`config.mk`:
```
export PLATFORM = sky130hd
export DESIGN_NAME = afsk_bit_recover
export DESIGN_NICKNAME = d
export VERILOG_FILES = /design/src/rtl/afsk_rx_pkg.sv /design/src/rtl/afsk_delay_mult.sv /design/src/rtl/afsk_iir.sv /design/src/rtl/afsk_dpll.sv /design/src/rtl/afsk_bit_recover.sv
export SDC_FILE = /design/constraint.sdc
export NUM_CORES = 1
export LEC_CHECK = 0
export ABC_AREA = 1
export ABC_CLOCK_PERIOD_IN_PS = 5100
export CAP_MARGIN = 30
export CELL_PAD_IN_SITES_DETAIL_PLACEMENT = 2
export CELL_PAD_IN_SITES_GLOBAL_PLACEMENT = 2
export CORE_MARGIN = 1.5
export CORE_UTILIZATION = 39
export CTS_CLUSTER_DIAMETER = 80
export CTS_CLUSTER_SIZE = 12
export DETAILED_ROUTE_END_ITERATION = 12
export DONT_BUFFER_PORTS = 1
export PLACE_DENSITY = 0.79
export SYNTH_ARGS = -nofsm -noshare
export SYNTH_HDL_FRONTEND = slang
export SYNTH_SLANG_ARGS = --single-unit
```
`constraint.sdc`:
```
create_clock -name clk -period 5.1 [get_ports clk]
set_input_delay 0.765 -clock clk [delete_from_list [all_inputs] [get_ports clk]]
set_output_delay 0.765 -clock clk [all_outputs]
set_load 0.05 [all_outputs]
```
`src/rtl/afsk_rx_pkg.sv`:
```
package afsk_rx_pkg;

  typedef enum logic {
    LPF_SHIFT3 = 1'b0,
    LPF_HALF   = 1'b1
  } lpf_pole_e;

  function automatic logic vote3(input logic [2:0] v);
    return (v[0] & v[1]) | (v[0] & v[2]) | (v[1] & v[2]);
  endfunction

endpackage

```
`src/rtl/afsk_delay_mult.sv`:
```
module afsk_delay_mult #(
  parameter int SMP_W  = 8,
  parameter int DLY    = 4,
  parameter int X_SHR  = 2,
  localparam int PROD_W = 2 * SMP_W
) (
  input  logic                     clk,
  input  logic                     rst,
  input  logic                     in_v,
  input  logic [SMP_W-1:0]         in_s,
  output logic                     x_v,
  output logic signed [PROD_W-1:0] x_o
);

  logic signed [SMP_W-1:0] tap_q [DLY];
  logic signed [PROD_W-1:0] cur_ext, old_ext, prod;

  // oldest tap is the sample taken DLY samples ago
  assign cur_ext = PROD_W'($signed(in_s));
  assign old_ext = PROD_W'(tap_q[DLY-1]);
  assign prod    = cur_ext * old_ext;

  always_ff @(posedge clk) begin
    if (rst) begin
      tap_q[0] <= '0;
    end else if (in_v) begin
      tap_q[0] <= $signed(in_s);
    end
  end

  for (genvar g = 1; g < DLY; g++) begin : g_tap
    always_ff @(posedge clk) begin
      if (rst) begin
        tap_q[g] <= '0;
      end else if (in_v) begin
        tap_q[g] <= tap_q[g-1];
      end
    end
  end

  always_ff @(posedge clk) begin
    if (rst) begin
      x_v <= 1'b0;
      x_o <= '0;
    end else begin
      x_v <= in_v;
      if (in_v) begin
        x_o <= prod >>> X_SHR;
      end
    end
  end

endmodule

```
`src/rtl/afsk_iir.sv`:
```
module afsk_iir
  import afsk_rx_pkg::*;
#(
  parameter int IN_W  = 16,
  parameter int ACC_W = 18
) (
  input  logic                    clk,
  input  logic                    rst,
  input  logic                    x_v,
  input  logic signed [IN_W-1:0]  x_i,
  input  logic                    pole,
  output logic                    y_v,
  output logic signed [ACC_W-1:0] y_o
);

  logic signed [ACC_W-1:0] xp_q, y_q, x_ext, base, y_shift3, y_half, y_next;

  assign x_ext    = ACC_W'(x_i);
  assign base     = xp_q + x_ext;
  assign y_half   = base + (y_q >>> 1);
  assign y_shift3 = base + (y_q >>> 1) + (y_q >>> 3) + (y_q >>> 5);
  assign y_next   = (lpf_pole_e'(pole) == LPF_HALF) ? y_half : y_shift3;

  always_ff @(posedge clk) begin
    if (rst) begin
      xp_q <= '0;
      y_q  <= '0;
      y_v  <= 1'b0;
    end else begin
      y_v <= x_v;
      if (x_v) begin
        xp_q <= x_ext;
        y_q  <= y_next;
      end
    end
  end

  assign y_o = y_q;

endmodule

```
`src/rtl/afsk_dpll.sv`:
```
module afsk_dpll
  import afsk_rx_pkg::*;
#(
  parameter int ACC_W     = 18,
  parameter int SPB       = 8,
  parameter int PHASE_BIT = 8,
  parameter int PHASE_INC = 1,
  localparam int PH_MAX   = SPB * PHASE_BIT,
  localparam int PH_THR   = PH_MAX / 2,
  localparam int PH_W     = $clog2(PH_MAX + PHASE_BIT + PHASE_INC + 1)
) (
  input  logic                    clk,
  input  logic                    rst,
  input  logic                    y_v,
  input  logic signed [ACC_W-1:0] y_i,
  output logic                    bit_v,
  output logic                    bit_d
);

  logic [2:0]      hist_q, hist_n;
  logic [PH_W-1:0] ph_q, ph_nudge, ph_adv, ph_n;
  logic            last_q, edge_seen, wrap, raw;

  assign hist_n    = {hist_q[1:0], (y_i > 0)};
  assign edge_seen = hist_n[0] ^ hist_n[1];

  always_comb begin
    ph_nudge = ph_q;
    if (edge_seen) begin
      if (ph_q < PH_W'(PH_THR)) ph_nudge = ph_q + PH_W'(PHASE_INC);
      else                      ph_nudge = ph_q - PH_W'(PHASE_INC);
    end
    ph_adv = ph_nudge + PH_W'(PHASE_BIT);
    wrap   = (ph_adv >= PH_W'(PH_MAX));
    ph_n   = wrap ? ph_adv - PH_W'(PH_MAX) : ph_adv;
  end

  assign raw = vote3(hist_n);

  always_ff @(posedge clk) begin
    if (rst) begin
      hist_q <= '0;
      ph_q   <= '0;
      last_q <= 1'b0;
      bit_v  <= 1'b0;
      bit_d  <= 1'b0;
    end else begin
      bit_v <= 1'b0;
      if (y_v) begin
        hist_q <= hist_n;
        ph_q   <= ph_n;
        if (wrap) begin
          last_q <= raw;
          bit_v  <= 1'b1;
          bit_d  <= ~(raw ^ last_q);
        end
      end
    end
  end

endmodule

```
`src/rtl/afsk_bit_recover.sv`:
```
module afsk_bit_recover #(
  parameter int SMP_W     = 8,
  parameter int DLY       = 4,
  parameter int X_SHR     = 2,
  parameter int ACC_W     = 18,
  parameter int SPB       = 8,
  parameter int PHASE_BIT = 8,
  parameter int PHASE_INC = 1
) (
  input  logic             clk,
  input  logic             rst,
  input  logic             smp_valid,
  input  logic [SMP_W-1:0] smp_data,
  input  logic             lpf_sel,
  output logic             bit_valid,
  output logic             bit_data
);

  localparam int PROD_W = 2 * SMP_W;

  logic                     x_v, y_v;
  logic signed [PROD_W-1:0] x_w;
  logic signed [ACC_W-1:0]  y_w;

  afsk_delay_mult #(.SMP_W(SMP_W), .DLY(DLY), .X_SHR(X_SHR)) u_disc (
    .clk(clk), .rst(rst), .in_v(smp_valid), .in_s(smp_data),
    .x_v(x_v), .x_o(x_w)
  );

  afsk_iir #(.IN_W(PROD_W), .ACC_W(ACC_W)) u_lpf (
    .clk(clk), .rst(rst), .x_v(x_v), .x_i(x_w), .pole(lpf_sel),
    .y_v(y_v), .y_o(y_w)
  );

  afsk_dpll #(.ACC_W(ACC_W), .SPB(SPB), .PHASE_BIT(PHASE_BIT),
              .PHASE_INC(PHASE_INC)) u_pll (
    .clk(clk), .rst(rst), .y_v(y_v), .y_i(y_w),
    .bit_v(bit_valid), .bit_d(bit_data)
  );

endmodule

```
Word-level counts from Yosys, hierarchy flattened
Memories as Yosys holds them, arrays and structs flattened.
Cells that the tools add are included.

word-level totals
  memories = 1
  flip-flop bits (word level) = 60
  RAM bits = 32
  output and inout bits = 2
  bits of input ports = 12

memories
  name          depth  bits a word  rd ports  clocked after Yosys merged registers in  write ports  line                   text
  u_disc.tap_q  4      8            4         0                                        4            afsk_delay_mult.sv:15  logic signed [SMP_W-1:0] tap_q [DLY];

operators by class
  bitwise gates (word level) = 13
  $mul = 1
  magnitude comparators = 3
  $add $sub $neg = 8
  reduce and logical (&&, ||, !) cells = 2
  multiplexer cells = 14

operators with widths
  cell                   number
  $mux W8                4
  $mux W7                3
  $add A15 B17 Y18       1
  $add A18 B13 Y18       1
  $add A18 B15 Y18       1
  $gt A18 B1 Y1 const B  1
  $mux W18               1
  $mul A8 B8 Y16         1
  $add A14 B14 Y15       1
  $add A7 B1 Y7 const B  1
  $add A7 B4 Y7 const B  1
  $ge A7 B7 Y1 const B   1
  $lt A7 B6 Y1 const B   1
  $sub A7 B1 Y7 const B  1
  $sub A7 B7 Y7 const B  1
  $mux W1                6
  $or A1 B1 Y1           6
  $and A1 B1 Y1          3
  $not A1 Y1             2
  $reduce_and A2 Y1      1
  $reduce_or A2 Y1       1
  $xor A1 B1 Y1          2

Longest topological paths before layout
  word-level depth = 6
  depth in mapped cells = 25
  mapped depth without buffers = 25

Cells and area by module
A second synthesis with hierarchy kept.

unflattened totals
  cell total of the unflattened synthesis = 1186
  area, all modules = 8949.8 um^2

by module, submodules not included
  module           instances  cells each  area each (um^2)
  afsk_delay_mult  1          542         4372.9
  afsk_iir         1          517         3747.3
  afsk_dpll        1          127         829.5

Worst setup path after synthesis
Ideal clock, no wire load.

  path kind = input-to-reg
  start = input smp_data[7]
  end = register, netlist name u_disc.x_o[13]
  arrival time = 4488 ps
  path slack = 490 ps
  library setup time = 122 ps
  required time = 4978 ps
  stages on the path = 17
  path buffers = 1
  cell sequence = clkbuf_1 > nand2_1 > inv_1 > fa_1 > inv_1 > fa_1 > fa_1 > fa_1 > inv_1 > ha_1 > a21o_1 > a31oi_1 > nand2_1 > a31oi_1 > nand3_1 > nand2_1 > o21ai_0

between the ends
  cells in the longest elaborated chain, start to end = 1

ends and longest elaborated chain
  item            line                    text
  from (decl)     afsk_bit_recover.sv:13  input logic [SMP_W-1:0] smp_data,
  $mul A8 B8 Y16  afsk_delay_mult.sv:21   assign prod = cur_ext * old_ext;

Every way passes these cells.
A chain may end at the register's enable or synchronous reset.

==> results.ini <==
[status]
status = complete, no violations

[clocking]
path_clk_slew_ps = 80
clkSinkCount = 92
cts_resized = 0
root_buffer = clkbuf_16
cts_tree = built
postCtsSetupRepairBufs = 0
cts_hold_buf = 0
clk_latency_ps = 360
cts_made_buffers = 9
h-tree-depth = 3
clockBufferDepth = 2

[global_route]
first_global_vias = 8216
grt_overflow = 0
grt_max_degree = 44
grt_usage_pct = 21.9
grt_pass1_wl_um = 41400
antenna_found_initial = 0

[setup_path]
crit_path_start_kind = register
cp-endpoint = u_disc.x_o[10]$_SDFFE_PP0P_
slowest_stage = edfxtp_1
cp_data_required_time_ps = 5370
cpPeakStageDelay_ps = 570
crit_top_cell = inv_1
cp-end-kind = register
worst-setup-path-type = reg -> reg
crit_chain = nand2_1 > inv_1 > fa_1 > inv_1 > fa_1 > inv_1 > fa_1 > inv_1 > fa_1 > inv_1 > ha_1 > a21oi_1 > o21ai_0 > a21oi_1 > nor2_1 > o21ai_0 > nand2_1 > o22ai_1
worstRegToRegCells = 18
r2r-end = u_disc.x_o[10]$_SDFFE_PP0P_
r2r_setup_slack_ps = 500
startpoint = u_disc.tap_q[3][2]$_SDFFCE_PN0P_
cp_max_fo = 8
worstReg2RegStart = u_disc.tap_q[3][2]$_SDFFCE_PN0P_
cp_data_arrival_time_ps = 4870

[timing]
worst_pin_slew_ps = 880
setup_tns_ps = 0
finalHoldViolCount = 0
skew_ps = 14.2
fin_ws_ps = 501
min_period_over_period_pct = 90.2
finalSetupViolations = 0
final.min_clock_period_ps = 4600
timing.fmax_mhz = 217
rsz0062_at_grt = no
relSlewSlack_pct = 41.2
slew_viol_final = 0

[yosys]
ys_top_cells_by_count = inv_1 (275), nand2_1 (219), nor2_1 (90)
syn_nets = 1339
synth_cell_types = 47
synth_top_area_cell = fa_1
yosys_warnings = 0
synth-async-reset-ratio_pct = 0
synthesis.instances = 1171
synth.most_common_cell = inv_1
synth_top_area_share_pct = 20.0
synth_edf_count = 32
ys_top_cells_by_area = fa_1 (20%), dfxtp_1 (13%), inv_1 (12%)
avgSynthCellArea_um2 = 7.61
netlist_area_um2 = 8910
yosysSeqAreaShare_pct = 24.3
ys_ff_latch = 92
ys.flop_type = dfxtp_1

[die]
die_y_um = 154
ios = 14
core_um2 = 22500
fp.dieW_um = 154
initial_core_util_pct = 39.6
dieArea_um2 = 23800
num_rows = 55

[placement]
placed_area_um2 = 9150
pre_cts_ws_ps = 358
dp.cells = 1426
routabilityCongestion = 0.804
dpl.hpwl_um = 19400
io_buffers = 0

[final_layout]
nets = 1321
final_area_um2 = 9470
syn_to_final_growth_pct = 6.30
antenna_cells = 0
fin_cells = 1443
drive_above_1_share_pct = 4.23
fin_util_pct = 42.1

[route]
drt-total-wl_um = 24100
post_drt_via_cell_ratio = 5.11
drt_iter0_drc = 240
routed-via-count = 7380
drc = 0
ant_nets = 0
dr.pass1.iters = 4
wire_per_inst_um = 16.7

[min_path]
hold_start = rst
min_path_type = in -> reg

[power_and_ir_drop]
peakVddDrop_mv = 0.170
p_leak_uw = 0.00507
powerDensity_nw_per_um2 = 392

[job]
max_cap_viol_count = 0

critical path, delay by kind of cell, from the launching register on:
| kind | cells | cell delay [ps] |
|---|---|---|
| adder cells (fa/ha/maj) | 5 | 2370 |
| AO/OA/AOI/OAI | 5 | 1000 |
| flip-flops | 1 | 570 |
| buffers and inverters | 5 | 260 |
| AND/OR/NAND/NOR | 3 | 320 |
state kept, by name, summed over array words and instances (netlist names):
register,count
u_disc.tap_q,32
u_disc.x_o,14
u_disc.x_v,1
u_lpf.xp_q,14
u_lpf.y_o,18
u_lpf.y_v,1
u_pll.bit_d,1
u_pll.bit_v,1
u_pll.hist_q,2
u_pll.last_q,1
u_pll.ph_q,7
cell type report:
class	instances	area (um^2)
Fill cell	2664	13000
Clock buffer	9	225
Tap cell	285	357
Multi-Input combinational cell	766	5560
Sequential cell	92	2160
Inverter	280	1050
Clock inverter	7	81.3
Timing Repair Buffer	4	37.5
metrics by stage:
stage / hold slack [ps] / power (uW)
global route: 459 / 4130
CTS: 453 / 3780
finish: 471 / 3710
global placement: 462 / 2950
floorplan: 456 / 2500
detailed placement: 475 / 3030
cells in the final DEF, fill, tap and decap left out, drive strengths merged, types with 9 or more instances in the layout:
master | netlist | routed
fa | 89 | 89
xnor2 | 12 | 12
nand3 | 65 | 65
o21ai | 65 | 65
a21oi | 78 | 78
inv | 278 | 281
nand2 | 228 | 228
nand4 | 10 | 10
nor2 | 91 | 91
dfxtp | 60 | 60
edfxtp | 32 | 32
ha | 67 | 67
clkbuf | 22 | 9
worst min path at each step:
| stage | slack [ps] | endpoint | depth (start not counted) |
|---|---|---|---|
| CTS | 450 | u_lpf.y_o[16]$_SDFFE_PP0P_ | 1 |
| floorplan | 460 | u_lpf.y_o[0]$_SDFFE_PP0P_ | 2 |
| global route | 460 | u_lpf.y_o[16]$_SDFFE_PP0P_ | 1 |
| detailed placement | 470 | u_lpf.y_o[0]$_SDFFE_PP0P_ | 2 |
| finish | 470 | u_lpf.y_o[16]$_SDFFE_PP0P_ | 1 |
| global placement | 460 | u_lpf.y_o[0]$_SDFFE_PP0P_ | 2 |
power breakdown:
group | switching (uW) | internal [uW] | total (uW)
clock | 354 | 350 | 704
combinational | 1350 | 737 | 2090
sequential | 83.9 | 837 | 921
total | 1790 | 1920 | 3710
logic make-up after synthesis:
kind of cell	count (synthesis)	share of synthesized area, %
AND/OR/NAND/NOR	416	20.1
buffers and inverters	313	13.4
AO/OA/AOI/OAI	175	11.0
adder cells (fa/ha/maj)	156	29.4
flip-flops	92	24.3
XOR/XNOR	19	1.87
routing by layer:
layer | global-route usage [%] | vias up | part of all wire [%]
met1 | 28.7 | 3751 | 47
met3 | 2.49 | 13 | 1.6
li1 | - | 3583 | -
met5 | 0 | - | 0
met4 | 3.65 | 0 | 0.91
met2 | 39.3 | 33 | 50
Power figures use the tool's default switching activity.
